## src/rtl/sqd_pkg.sv

```systemverilog
package sqd_pkg;
   localparam int unsigned NUM_ST = 8;
   localparam int unsigned IDX_W  = $clog2(NUM_ST);

   localparam int ENC_ONEHOT = 0;
   localparam int ENC_BINARY = 1;

   typedef enum logic [IDX_W-1:0] {
      ST_A = 3'd0,
      ST_B = 3'd1,
      ST_C = 3'd2,
      ST_D = 3'd3,
      ST_E = 3'd4,
      ST_F = 3'd5,
      ST_G = 3'd6,
      ST_H = 3'd7
   } sqd_state_e;

   function automatic int unsigned code_width(input int enc);
      return (enc == ENC_ONEHOT) ? NUM_ST : IDX_W;
   endfunction
endpackage

```

## src/rtl/sqd_next_onehot.sv

```systemverilog
module sqd_next_onehot
   import sqd_pkg::*;
(
   input  logic [NUM_ST-1:0] cur,
   input  logic              w,
   output logic [NUM_ST-1:0] nxt
);
   // Each state bit is set by the OR of its predecessors gated by the input.
   assign nxt[ST_A] =  w & (cur[ST_A] | cur[ST_G]);
   assign nxt[ST_B] = ~w & (cur[ST_A] | cur[ST_F]);
   assign nxt[ST_C] = ~w & (cur[ST_B] | cur[ST_H]);
   assign nxt[ST_D] = ~w &  cur[ST_C];
   assign nxt[ST_E] = ~w & (cur[ST_D] | cur[ST_E]);
   assign nxt[ST_F] =  w & (cur[ST_B] | cur[ST_C] | cur[ST_D] | cur[ST_E] | cur[ST_H]);
   assign nxt[ST_G] =  w &  cur[ST_F];
   assign nxt[ST_H] = ~w &  cur[ST_G];
endmodule

```

## src/rtl/sqd_next_binary.sv

```systemverilog
module sqd_next_binary
   import sqd_pkg::*;
(
   input  logic [IDX_W-1:0] cur,
   input  logic             w,
   output logic [IDX_W-1:0] nxt
);
   sqd_state_e n;

   always_comb begin
      unique case (sqd_state_e'(cur))
         ST_A:    n = w ? ST_A : ST_B;
         ST_B:    n = w ? ST_F : ST_C;
         ST_C:    n = w ? ST_F : ST_D;
         ST_D:    n = w ? ST_F : ST_E;
         ST_E:    n = w ? ST_F : ST_E;
         ST_F:    n = w ? ST_G : ST_B;
         ST_G:    n = w ? ST_A : ST_H;
         ST_H:    n = w ? ST_F : ST_C;
         default: n = ST_A;
      endcase
   end

   assign nxt = n;
endmodule

```

## src/rtl/sqd_state_reg.sv

```systemverilog
module sqd_state_reg #(
   parameter int unsigned W = 8,
   parameter logic [W-1:0] RST_CODE = '0
) (
   input  logic         clk,
   input  logic         rst_n,
   input  logic [W-1:0] d,
   output logic [W-1:0] q
);
   if (W < 1) begin : g_bad_w
      $error("sqd_state_reg: W must be at least 1");
   end

   always_ff @(posedge clk) begin
      if (!rst_n) q <= RST_CODE;
      else        q <= d;
   end
endmodule

```

## src/rtl/sqd_out_decode.sv

```systemverilog
module sqd_out_decode
   import sqd_pkg::*;
#(
   parameter int          ENC_SEL = ENC_ONEHOT,
   parameter int unsigned CODE_W  = NUM_ST,
   parameter int unsigned OBS_W   = 8
) (
   input  logic [CODE_W-1:0] cur,
   output logic              z,
   output logic [OBS_W-1:0]  obs
);
   if (ENC_SEL == ENC_ONEHOT) begin : g_oh
      assign z = cur[ST_E] | cur[ST_H];
   end else begin : g_bin
      assign z = (cur == CODE_W'(ST_E)) | (cur == CODE_W'(ST_H));
   end

   always_comb begin
      obs = '0;
      obs[CODE_W-1:0] = cur;
   end
endmodule

```

## src/rtl/seq_dual_detect.sv

```systemverilog
module seq_dual_detect
   import sqd_pkg::*;
#(
   parameter int          ENC_SEL = ENC_ONEHOT,
   parameter int unsigned OBS_W   = 8
) (
   input  logic             clk,
   input  logic             rst_n,
   input  logic             w_in,
   output logic             z_out,
   output logic [OBS_W-1:0] st_obs
);
   localparam int unsigned    CODE_W   = code_width(ENC_SEL);
   localparam logic [CODE_W-1:0] RST_CODE =
      (ENC_SEL == ENC_ONEHOT) ? CODE_W'(1) : CODE_W'(0);

   if (ENC_SEL != ENC_ONEHOT && ENC_SEL != ENC_BINARY) begin : g_bad_enc
      $error("seq_dual_detect: ENC_SEL must be 0 (one-hot) or 1 (binary)");
   end
   if (OBS_W < CODE_W) begin : g_bad_obs
      $error("seq_dual_detect: OBS_W is narrower than the state code");
   end

   logic [CODE_W-1:0] cur_code;
   logic [CODE_W-1:0] nxt_code;

   sqd_state_reg #(
      .W        (CODE_W),
      .RST_CODE (RST_CODE)
   ) u_state (
      .clk   (clk),
      .rst_n (rst_n),
      .d     (nxt_code),
      .q     (cur_code)
   );

   if (ENC_SEL == ENC_ONEHOT) begin : g_next_oh
      sqd_next_onehot u_next (
         .cur (cur_code),
         .w   (w_in),
         .nxt (nxt_code)
      );
   end else begin : g_next_bin
      sqd_next_binary u_next (
         .cur (cur_code),
         .w   (w_in),
         .nxt (nxt_code)
      );
   end

   sqd_out_decode #(
      .ENC_SEL (ENC_SEL),
      .CODE_W  (CODE_W),
      .OBS_W   (OBS_W)
   ) u_dec (
      .cur (cur_code),
      .z   (z_out),
      .obs (st_obs)
   );
endmodule

```

## config.mk

```make
export PLATFORM = sky130hd
export DESIGN_NAME = seq_dual_detect
export DESIGN_NICKNAME = d
export VERILOG_FILES = /design/src/rtl/sqd_pkg.sv /design/src/rtl/sqd_next_onehot.sv /design/src/rtl/sqd_next_binary.sv /design/src/rtl/sqd_state_reg.sv /design/src/rtl/sqd_out_decode.sv /design/src/rtl/seq_dual_detect.sv
export SDC_FILE = /design/constraint.sdc
export NUM_CORES = 1
export LEC_CHECK = 0
export BUFFER_PORTS_ARGS = -buffer_cell sky130_fd_sc_hd__buf_2
export CAP_MARGIN = 20
export CORE_AREA = 2 2 39 41
export DETAILED_ROUTE_END_ITERATION = 6
export DIE_AREA = 0 0 41 43
export PLACE_DENSITY = 0.37
export SLEW_MARGIN = 10
export SYNTH_ARGS = -nofsm -noshare
export SYNTH_HDL_FRONTEND = slang
export SYNTH_SLANG_ARGS = --single-unit
```

## constraint.sdc

```tcl
create_clock -name clk -period 2.28 [get_ports clk]
set_input_delay 0.684 -clock clk [delete_from_list [all_inputs] [get_ports clk]]
set_output_delay 0.684 -clock clk [all_outputs]
set_load 0.1 [all_outputs]
```

# == Word level (Yosys, flattened, before mapping) ==
# Cells that the tools add are included.
# classes
bitwise,18
# op_table
op,count
$or A1 B1 Y1,9
$and A1 B1 Y1,8
$not A1 Y1,1
# word_totals
ff_bits,8
inputBits,3
out_inout_bits,9
word_cells,19

# == Logic depth before layout (Yosys ltp) ==
# Gate-level depths: netlist of run 1.
# depth
word_depth,5
mapped_depth,2
ltp_nobuf,2

# == Modules after synthesis ==
# From an unflattened synthesis of run 1, not the netlist that was laid out.
# hier_totals
cells_unflattened,37
hier_area_um2,339.1
# by_module_without_submodules
module,n_inst,cells_per_inst,area_each_um2,seq_area_each_um2
sqd_state_reg,1,16,210.2,160.2
sqd_out_decode,1,9,66.3,0.0
sqd_next_onehot,1,12,62.6,0.0

# == Least setup slack after synthesis of run 1 ==
# No wires, ideal clock.
# synth_path
path_kind,reg2out
from,register u_state.q[4]
to,output z_out
t_arrival_ns,1.522
required_ns,1.596
setup_slack_ns,0.074
path_stages_with_launch,2
path_buffers,0
cell_sequence,dfxtp_1 or2_2
# synth_between
elab_chain_len,1
# synth_rtl
item,line,rtl
"start, declared",sqd_state_reg.sv:8,output logic [W-1:0] q
"start signal, assigned",sqd_state_reg.sv:15,if (!rst_n) q <= RST_CODE;
"start signal, assigned",sqd_state_reg.sv:16,else q <= d;
$or A1 B1 Y1,sqd_out_decode.sv:13,assign z = cur[ST_E] | cur[ST_H];
"end, declared",seq_dual_detect.sv:10,"output logic z_out,"
# Every way passes these cells.

# == Final worst setup path of run 1 ==
# Same ends and word-level chain as after synthesis.

==> results of run 1 <==
## metal layers
layer	global-route usage [%]	vias to the layer above	share of wire, %
met3	9.42	0	10
li1	-	106	-
met4	4.00	0	0
met1	5.52	82	40
met5	0	-	0
met2	9.06	9	50
## synth_stat cells
| library cell | instances | area [sq um] |
|---|---|---|
| nand2_1 | 2 | 7.51 |
| or2_2 | 1 | 6.26 |
| a31oi_1 | 1 | 6.26 |
| o21ai_0 | 1 | 5.00 |
| dfxtp_1 | 8 | 160 |
| nand2b_4 | 1 | 13.8 |
| nor2_1 | 8 | 30.0 |
| inv_1 | 2 | 7.51 |
| and3_2 | 1 | 7.51 |
## worst max-delay path: cells and delay by family (launching register included)
| family | cells | cell delay (ns) |
|---|---|---|
| buffers and inverters | 1 | 0.29 |
| flip-flops | 1 | 0.31 |
| AND/OR/NAND/NOR | 1 | 0.28 |
## report_power, final
part	internal [mW]	leakage [nW]	switching, mW
Clock	0.0599	0.0138	0.0437
Combinational	0.00745	0.0937	0.0360
Sequential	0.144	0.0652	0.00209
Total	0.211	0.173	0.0819
## worst paths after layout
path	from	end
setup / recovery	u_state.q[4]	z_out
hold / removal	u_state.q[6]	u_state.q[7]
setup reg to reg	u_state.q[7]	u_state.q[5]
hold reg to reg	u_state.q[6]	u_state.q[7]
## area by class of cell
| class | count | area [sq um] | share of cell area, % |
|---|---|---|---|
| multi-input cells | 15 | 76.3 | 22.3 |
| clock buffers | 3 | 22.5 | 6.59 |
| repair buffers | 11 | 55.1 | 16.1 |
| inverters | 2 | 7.51 | 2.20 |
| flip-flops and latches | 8 | 160 | 46.9 |
| well taps | 16 | 20.0 | 5.86 |
## logic make-up (layout without fill, tap and decap cells)
group	Yosys count	in the layout
AO/OA/AOI/OAI	2	2
buffers and inverters	2	16
flip-flops	8	8
AND/OR/NAND/NOR	13	13
## per-stage QoR
| step | hold WS (ns) | cells | setup WS, ns |
|---|---|---|---|
| final | 0.434 | 55 | 0.458 |
| after floorplan | 0.746 | 25 | 0.0745 |
| after CTS | 0.439 | 55 | 0.448 |
| after detailed placement | 0.433 | 52 | 0.728 |
| after global placement | 0.435 | 52 | 0.736 |
| after global routing | 0.472 | 55 | 0.415 |
==> reports/metrics.csv, run 1 <==
stage,metric,value,unit
critical_path,worst-endpoint-arrival,1.14,ns
final_layout,fin_area,342,sq um
timing,setup_tns,0,ns
final_layout,final_cell_mix,"buf_2, nor2_1, dfxtp_1",
grt,overflow,0,
critical_path,crit_chain,or2_2 -> buf_2,
power,leakage,0.173,nW
timing,drv_slew,0,
final_layout,final_common_cell,buf_2,
critical_path,required,1.60,ns
critical_path,crit_path_max_incr_delay,0.31,ns
critical_path,reg2regPathDepth,2,
yosys,ys_types,9,
timing,fmax,0.549,GHz
timing,setup_viol,0,
yosys,ys_ff_latch,8,
grt,grt_use_total,7.05,%
routing,num_vias,197,
yosys,synth_warnings,0,
routing,drt-total-wl,476,um
final_layout,largest_register_ffs,8,
yosys,synth_nets,28,
die,fp.dieArea,1760,sq um
critical_path,critPathCaptureType,output port,
critical_path,startpoint_type,flip-flop,
yosys,synth_mux_area_share,0,%
routing,drtAntennaViolNets,0,
final_layout,top_regs,u_state.q (8),
clock_network,cts_setup_buffers,0,
clock_network,cts_buffers,3,
flow_run,drv_cap,0,
yosys,synth_area,244,sq um
grt,antenna_found_initial,0,
routing,drcViolationCount,0,
yosys,synth_top_family_by_area,simple AND/OR/NAND/NOR gates,
outcome,status,"finished, final reports clean",
yosys,avgSynthCellArea,9.76,sq um
critical_path,reg2reg_slack,1.59,ns
clock_network,clkLatencyLatePin,0.25,ns
clock_network,cts_root_buf,clkbuf_4,
yosys,synth.yosys.seq_area_share,65.6,%
power,p_total,293,uW
yosys,synthAdderAreaFrac,0,%
final_layout,top_register,u_state.q,
timing,finalCritPeriodShare,79.9,%
power,p_per_area,858,nW/um^2
final_layout,drive_above_1_share,43.6,%
final_layout,layout-area-overhead-vs-synth,40.0,%
placed_design,gp_congestion,0.714,
clock_network,clk_pin_slew,0.05,ns
timing,max-slew-margin-rel,67.6,%
die,coreArea,1380,sq um
clock_network,htreeDepth,1,
timing,fin_crit,1.82,ns
timing,worst_slew_pin_slew,0.489,ns
grt,grt_pass1_wl,724,um
timing,finalHoldViolations,0,
clock_network,cts_resized,0,
clock_network,hold_buffers,0,
final_layout,fillCellCount,151,
critical_path,critPathKind,flip-flop to output port,
worst_hold_path,hold-path-cell-count,2,
critical_path,path_max_fanout,3,
placed_design,io_buffers,11,
clock_network,clock_sinks,8,
yosys,yosys.area_share.xor_xnor,0,%
clock_network,cts_tree,done,
yosys,synth-simple-area-share,26.7,%
routing,drt-pass1-iter-count,4,
final_layout,post-route-util,24.7,%
die,rows,14,
final_layout,final_nets,44,
final_layout,antenna_cells,0,
power,ir_drop,0.000320,V
clock_network,cts_buffer_depth,2,
worst_hold_path,min_path_type,flip-flop to flip-flop,
routing,via_per_inst,3.58,
timing,fin_skew,0.00575,ns
yosys,synth_compound_area_share,4.62,%
placed_design,post_dp_cell_area,319,sq um
die,fp.dieH,43,um
yosys,postSynthCellCount,25,
die,dieWidth,41,um
critical_path,critPathSlowestCell,dfxtp_1,
die,start_util,17.6,%
routing,avgRoutedWirePerCell,8.65,um
timing,grt_setup_unrepaired,false,
grt,grt_max_degree,6,
grt,grt_pass1_vias,188,
routing,drtIter0Drc,6,
die,io_pins,12,
Power figures use the tool's default switching activity.
==> run 2: changes to the inputs <==
Clock period 2.28 ns to 1.9 ns, I/O delays scaled along.
==> run 2 against run 1 <==
Effect of this change: count of clock-buffer cells in the layout did not move; core utilization rose by 0.18 points; cell count did not move.
==> reports/metrics.csv, run 2 (synthesis gave the netlist of run 1 again) <==
stage,metric,value,unit,change
final_layout,layout-area-overhead-vs-synth,41.0,%,
grt,antenna_found_initial,0,,unchanged
die,dieWidth,41,um,unchanged
timing,setup_viol,0,,unchanged
timing,drv_slew,0,,unchanged
routing,via_per_inst,4.00,,+12%
die,coreArea,1380,sq um,unchanged
placed_design,post-place-ws,0.459,ns,-0.269 ns
timing,max-slew-margin-rel,67.8,%,+0.20 points
routing,drtIter0Drc,3,,-3
grt,grt_max_degree,6,,unchanged
grt,grt_use_total,6.65,%,-0.40 points
final_layout,final_cell_mix,"buf_2, nor2_1, dfxtp_1",,
clock_network,cts_root_buf,clkbuf_4,,
power,p_per_area,1040,nW/um^2,+21%
power,ir_drop,0.000213,V,-33%
clock_network,hold_buffers,0,,unchanged
placed_design,gp_congestion,0.721,,+1.1%
clock_network,htreeDepth,1,,unchanged
final_layout,top_regs,u_state.q (8),,
final_layout,antenna_cells,0,,unchanged
power,leakage,0.174,nW,+0.60%
timing,finalCritPeriodShare,89.9,%,
clock_network,clkLatencyLatePin,0.25,ns,about the same
clock_network,cts_tree,done,,
flow_run,drv_cap,0,,unchanged
grt,overflow,0,,unchanged
critical_path,required,1.33,ns,-0.27 ns
final_layout,final_common_cell,buf_2,,
clock_network,cts_resized,0,,unchanged
timing,setup_tns,0,ns,unchanged
timing,worst_slew_pin_slew,0.486,ns,-0.00305 ns
die,io_pins,12,,unchanged
clock_network,clk_pin_slew,0.05,ns,about the same
critical_path,worst-endpoint-arrival,1.14,ns,about the same
critical_path,critPathCaptureType,output port,,
timing,fin_crit,1.71,ns,
timing,grt_setup_unrepaired,false,,
routing,drt-pass1-iter-count,2,,-2
outcome,status,"finished, final reports clean",,
placed_design,io_buffers,11,,unchanged
die,rows,14,,unchanged
critical_path,path_max_fanout,3,,unchanged
clock_network,clock_sinks,8,,unchanged
clock_network,cts_setup_buffers,0,,unchanged
die,start_util,17.6,%,unchanged
final_layout,top_register,u_state.q,,
timing,fmax,0.586,GHz,
routing,num_vias,220,,+12%
final_layout,largest_register_ffs,8,,unchanged
timing,fin_skew,0.00100,ns,-0.00474 ns
placed_design,hpwl,375,um,
routing,drtAntennaViolNets,0,,unchanged
die,fp.dieH,43,um,unchanged
critical_path,critPathKind,flip-flop to output port,,
clock_network,cts_buffers,3,,unchanged
clock_network,cts_buffer_depth,2,,unchanged
timing,setup_ws,0.193,ns,-0.265 ns
grt,grt_pass1_wl,676,um,-6.6%
final_layout,final_nets,44,,unchanged
routing,drt-total-wl,490,um,+2.9%
grt,grt_pass1_vias,179,,-4.8%
die,fp.dieArea,1760,sq um,unchanged
routing,avgRoutedWirePerCell,8.91,um,+2.9%
final_layout,drive_above_1_share,48.7,%,+5.1 points
timing,finalHoldViolations,0,,unchanged
worst_hold_path,min_path_type,flip-flop to flip-flop,,
critical_path,startpoint_type,flip-flop,,
routing,drcViolationCount,0,,unchanged
[run 2: cell count changes in the layout (fill, tap and decap cells not counted)]
| cell | delta |
|---|---|
| dfxtp_1 | -2 |
| dfxtp_2 | +2 |
[run 2: final cells by class]
cell class | count | area [sq um]
clock buffer | 3 | 22.5
inverter | 2 | 7.51
sequential | 8 | 163
fill | 164 | 1040
tap | 16 | 20.0
multi-input combinational | 15 | 76.3
timing repair buffer | 11 | 55.1
[run 2: path summary, 6_finish.rpt]
| kind | startpoint | to | slack [ns] | cells past startpoint |
|---|---|---|---|---|
| worst max-delay path | u_state.q[4] | z_out | 0.19 | 2 |
| worst max register to register | u_state.q[1] | u_state.q[5] | 1.21 | 2 |
| worst min register to register | u_state.q[6] | u_state.q[7] | 0.44 | 2 |
| worst min-delay path | u_state.q[6] | u_state.q[7] | 0.44 | 2 |
[run 2: per-layer routing]
layer | vias to the layer above | global-route usage [%] | share of wire (%) | wire [um]
li1 | 105 | - | - | -
met1 | 104 | 5.52 | 38 | 184
met2 | 8 | 8.75 | 48 | 236
met3 | 3 | 3.14 | 9.6 | 47
met4 | 0 | 10.0 | 4.5 | 22
met5 | - | 0 | 0 | 0
[run 2: report_power, final]
part	total [mW]	switching (mW)	internal [mW]
combinational	0.0523	0.0434	0.00895
sequential	0.175	0.00269	0.173
clock	0.129	0.0569	0.0722
total	0.357	0.103	0.254
[run 2: worst max-delay path, cell delays in order, from the launching register on]
cell and delay [ns]:
dfxtp_2 0.32, or2_2 0.28, buf_2 0.29
[run 2: through the flow]
stage,std cells,power (mW),utilization [%],cell area (sq um),hold slack [ns]
finish,55,0.357,24.9,344,0.442
global route,55,0.369,24.9,344,0.459
floorplan,25,0.221,-,246,0.632
detailed placement,52,0.231,23.2,322,0.428
global placement,52,0.231,23.2,322,0.428
CTS,55,0.359,24.9,344,0.437
==> run 3: changes to the inputs <==
Settings changed: CORE_AREA 2 2 39 41 to 5 5 42 44, DIE_AREA 0 0 41 43 to 0 0 47 49.
==> run 3 against run 2 <==
Effect of this change: critical path depth stayed put; via count fell by 3.6%; sequential power about the same; setup slack better by 0.010 ns; critical path type unchanged; highest routed layer is now met3.
==> reports/metrics.csv, run 3 (synthesis gave the netlist of run 1 again) <==
stage,metric,value,unit,change
outcome,status,"finished, final reports clean",,
final_layout,final_cell_mix,"buf_2, nor2_1, dfxtp_1",,
timing,drv_slew,0,,unchanged
clock_network,htreeDepth,1,,unchanged
final_layout,post-route-util,24.6,%,-0.31 points
critical_path,critPathKind,flip-flop to output port,,
routing,drt-pass1-iter-count,1,,-1
critical_path,required,1.33,ns,about the same
final_layout,fillCellCount,171,,+4.3%
power,p_per_area,1030,nW/um^2,-0.70%
timing,finalHoldViolations,0,,unchanged
clock_network,clkLatencyLatePin,0.25,ns,about the same
flow_run,drv_cap,0,,unchanged
clock_network,cts_resized,0,,unchanged
critical_path,critPathSlowestCell,dfxtp_2,,
final_layout,layout-area-overhead-vs-synth,41.0,%,unchanged
critical_path,crit_path_max_incr_delay,0.32,ns,about the same
critical_path,critPathCaptureType,output port,,
die,start_util,17.4,%,-0.22 points
clock_network,cts_tree,done,,
placed_design,gp_congestion,0.677,,-6.2%
critical_path,startpoint_type,flip-flop,,
routing,via_per_inst,3.85,,-3.6%
power,leakage,0.174,nW,unchanged
worst_hold_path,min_path_type,flip-flop to flip-flop,,
critical_path,critical_path_buf_inv_count,1,,unchanged
grt,grt_pass1_wl,834,um,+23%
routing,drtAntennaViolNets,0,,unchanged
routing,avgRoutedWirePerCell,9.16,um,+2.9%
grt,overflow,0,,unchanged
die,io_pins,12,,unchanged
grt,grt_max_degree,6,,unchanged
die,coreArea,1400,sq um,+1.3%
clock_network,cts_root_buf,clkbuf_4,,
clock_network,clk_pin_slew,0.06,ns,about the same
timing,fin_crit,1.70,ns,-0.0100 ns
clock_network,hold_buffers,0,,unchanged
final_layout,top_regs,u_state.q (8),,
critical_path,path_max_fanout,3,,unchanged
final_layout,final_common_cell,buf_2,,
final_layout,final_nets,44,,unchanged
critical_path,crit_chain,or2_2 -> buf_2,,
placed_design,placed_cells,52,,unchanged
final_layout,top_register,u_state.q,,
timing,max-slew-margin-rel,67.8,%,about the same
final_layout,fin_cells,55,,unchanged
clock_network,cts_buffer_depth,2,,unchanged
routing,drcViolationCount,0,,unchanged
grt,grt_use_total,5.79,%,-0.86 points
critical_path,worst-endpoint-arrival,1.13,ns,about the same
placed_design,io_buffers,11,,unchanged
die,rows,14,,unchanged
timing,fmax,0.589,GHz,+0.59%
power,ir_drop,0.000305,V,+43%
die,fp.dieH,49,um,+14%
die,fp.dieArea,2300,sq um,+31%
grt,antenna_found_initial,0,,unchanged
timing,setup_tns,0,ns,unchanged
critical_path,critical-path-top-delay-family,flip-flops,,
placed_design,hpwl,393,um,+5.0%
clock_network,cts_setup_buffers,0,,unchanged
clock_network,clock_sinks,8,,unchanged
routing,num_vias,212,,-3.6%
timing,finalCritPeriodShare,89.3,%,-0.53 points
routing,drtIter0Drc,0,,-3
grt,grt_pass1_vias,194,,+8.4%
final_layout,largest_register_ffs,8,,unchanged
final_layout,antenna_cells,0,,unchanged
timing,grt_setup_unrepaired,false,,
timing,hold_ws,0.436,ns,-0.00641 ns
timing,fin_skew,0.00753,ns,+0.00653 ns
timing,worst_slew_pin_slew,0.486,ns,+0.000238 ns
timing,setup_viol,0,,unchanged
routing,drt-total-wl,504,um,+2.9%
final_layout,drive_above_1_share,48.7,%,unchanged
clock_network,cts_buffers,3,,unchanged
die,dieWidth,47,um,+15%
-- run 3: cell counts in the layout (fill, tap and decap cells not counted) --
No cell type changed its count.
-- run 3: worst register-to-register path, cell delays in order (launching register included) --
cell and delay, ns:
dfxtp_2 0.32, nor2_1 0.14, a31oi_1 0.10
-- run 3: path summary, 6_finish.rpt --
path                      from  cells after the start      endpoint  slack (ns)
hold reg to reg   u_state.q[6]                      2  u_state.q[7]        0.44
setup / recovery  u_state.q[4]                      2         z_out        0.20
setup reg to reg  u_state.q[7]                      2  u_state.q[5]        1.22
hold / removal    u_state.q[6]                      2  u_state.q[7]        0.44
-- run 3: area by class of cell --
cell class              instances  area [sq um]  share of cell area, %
well taps                      16          20.0                   5.82
inverters                       2          7.51                   2.18
repair buffers                 11          55.1                   16.0
multi-input cells              15          76.3                   22.2
flip-flops and latches          8           163                   47.3
clock buffers                   3          22.5                   6.55
-- run 3: routing by layer --
metal	up-vias	track usage (%)	share of wire [%]
met3	0	5.90	11
met1	94	6.21	46
met5	-	0	0
li1	108	-	-
met2	10	5.88	42
met4	0	5.53	0
-- run 3: where the power goes --
group          switching (mW)  internal [mW]
clock                  0.0546         0.0721
combinational          0.0435        0.00896
sequential            0.00240          0.173
-- run 3: per-stage QoR --
stage	power [mW]	cell area (sq um)	worst slack [ns]
2_1_floorplan	0.221	246	0.145
3_3_place_gp	0.231	322	0.465
3_5_place_dp	0.231	322	0.461
4_1_cts	0.362	344	0.187
5_1_grt	0.377	344	0.152
6_report	0.354	344	0.203
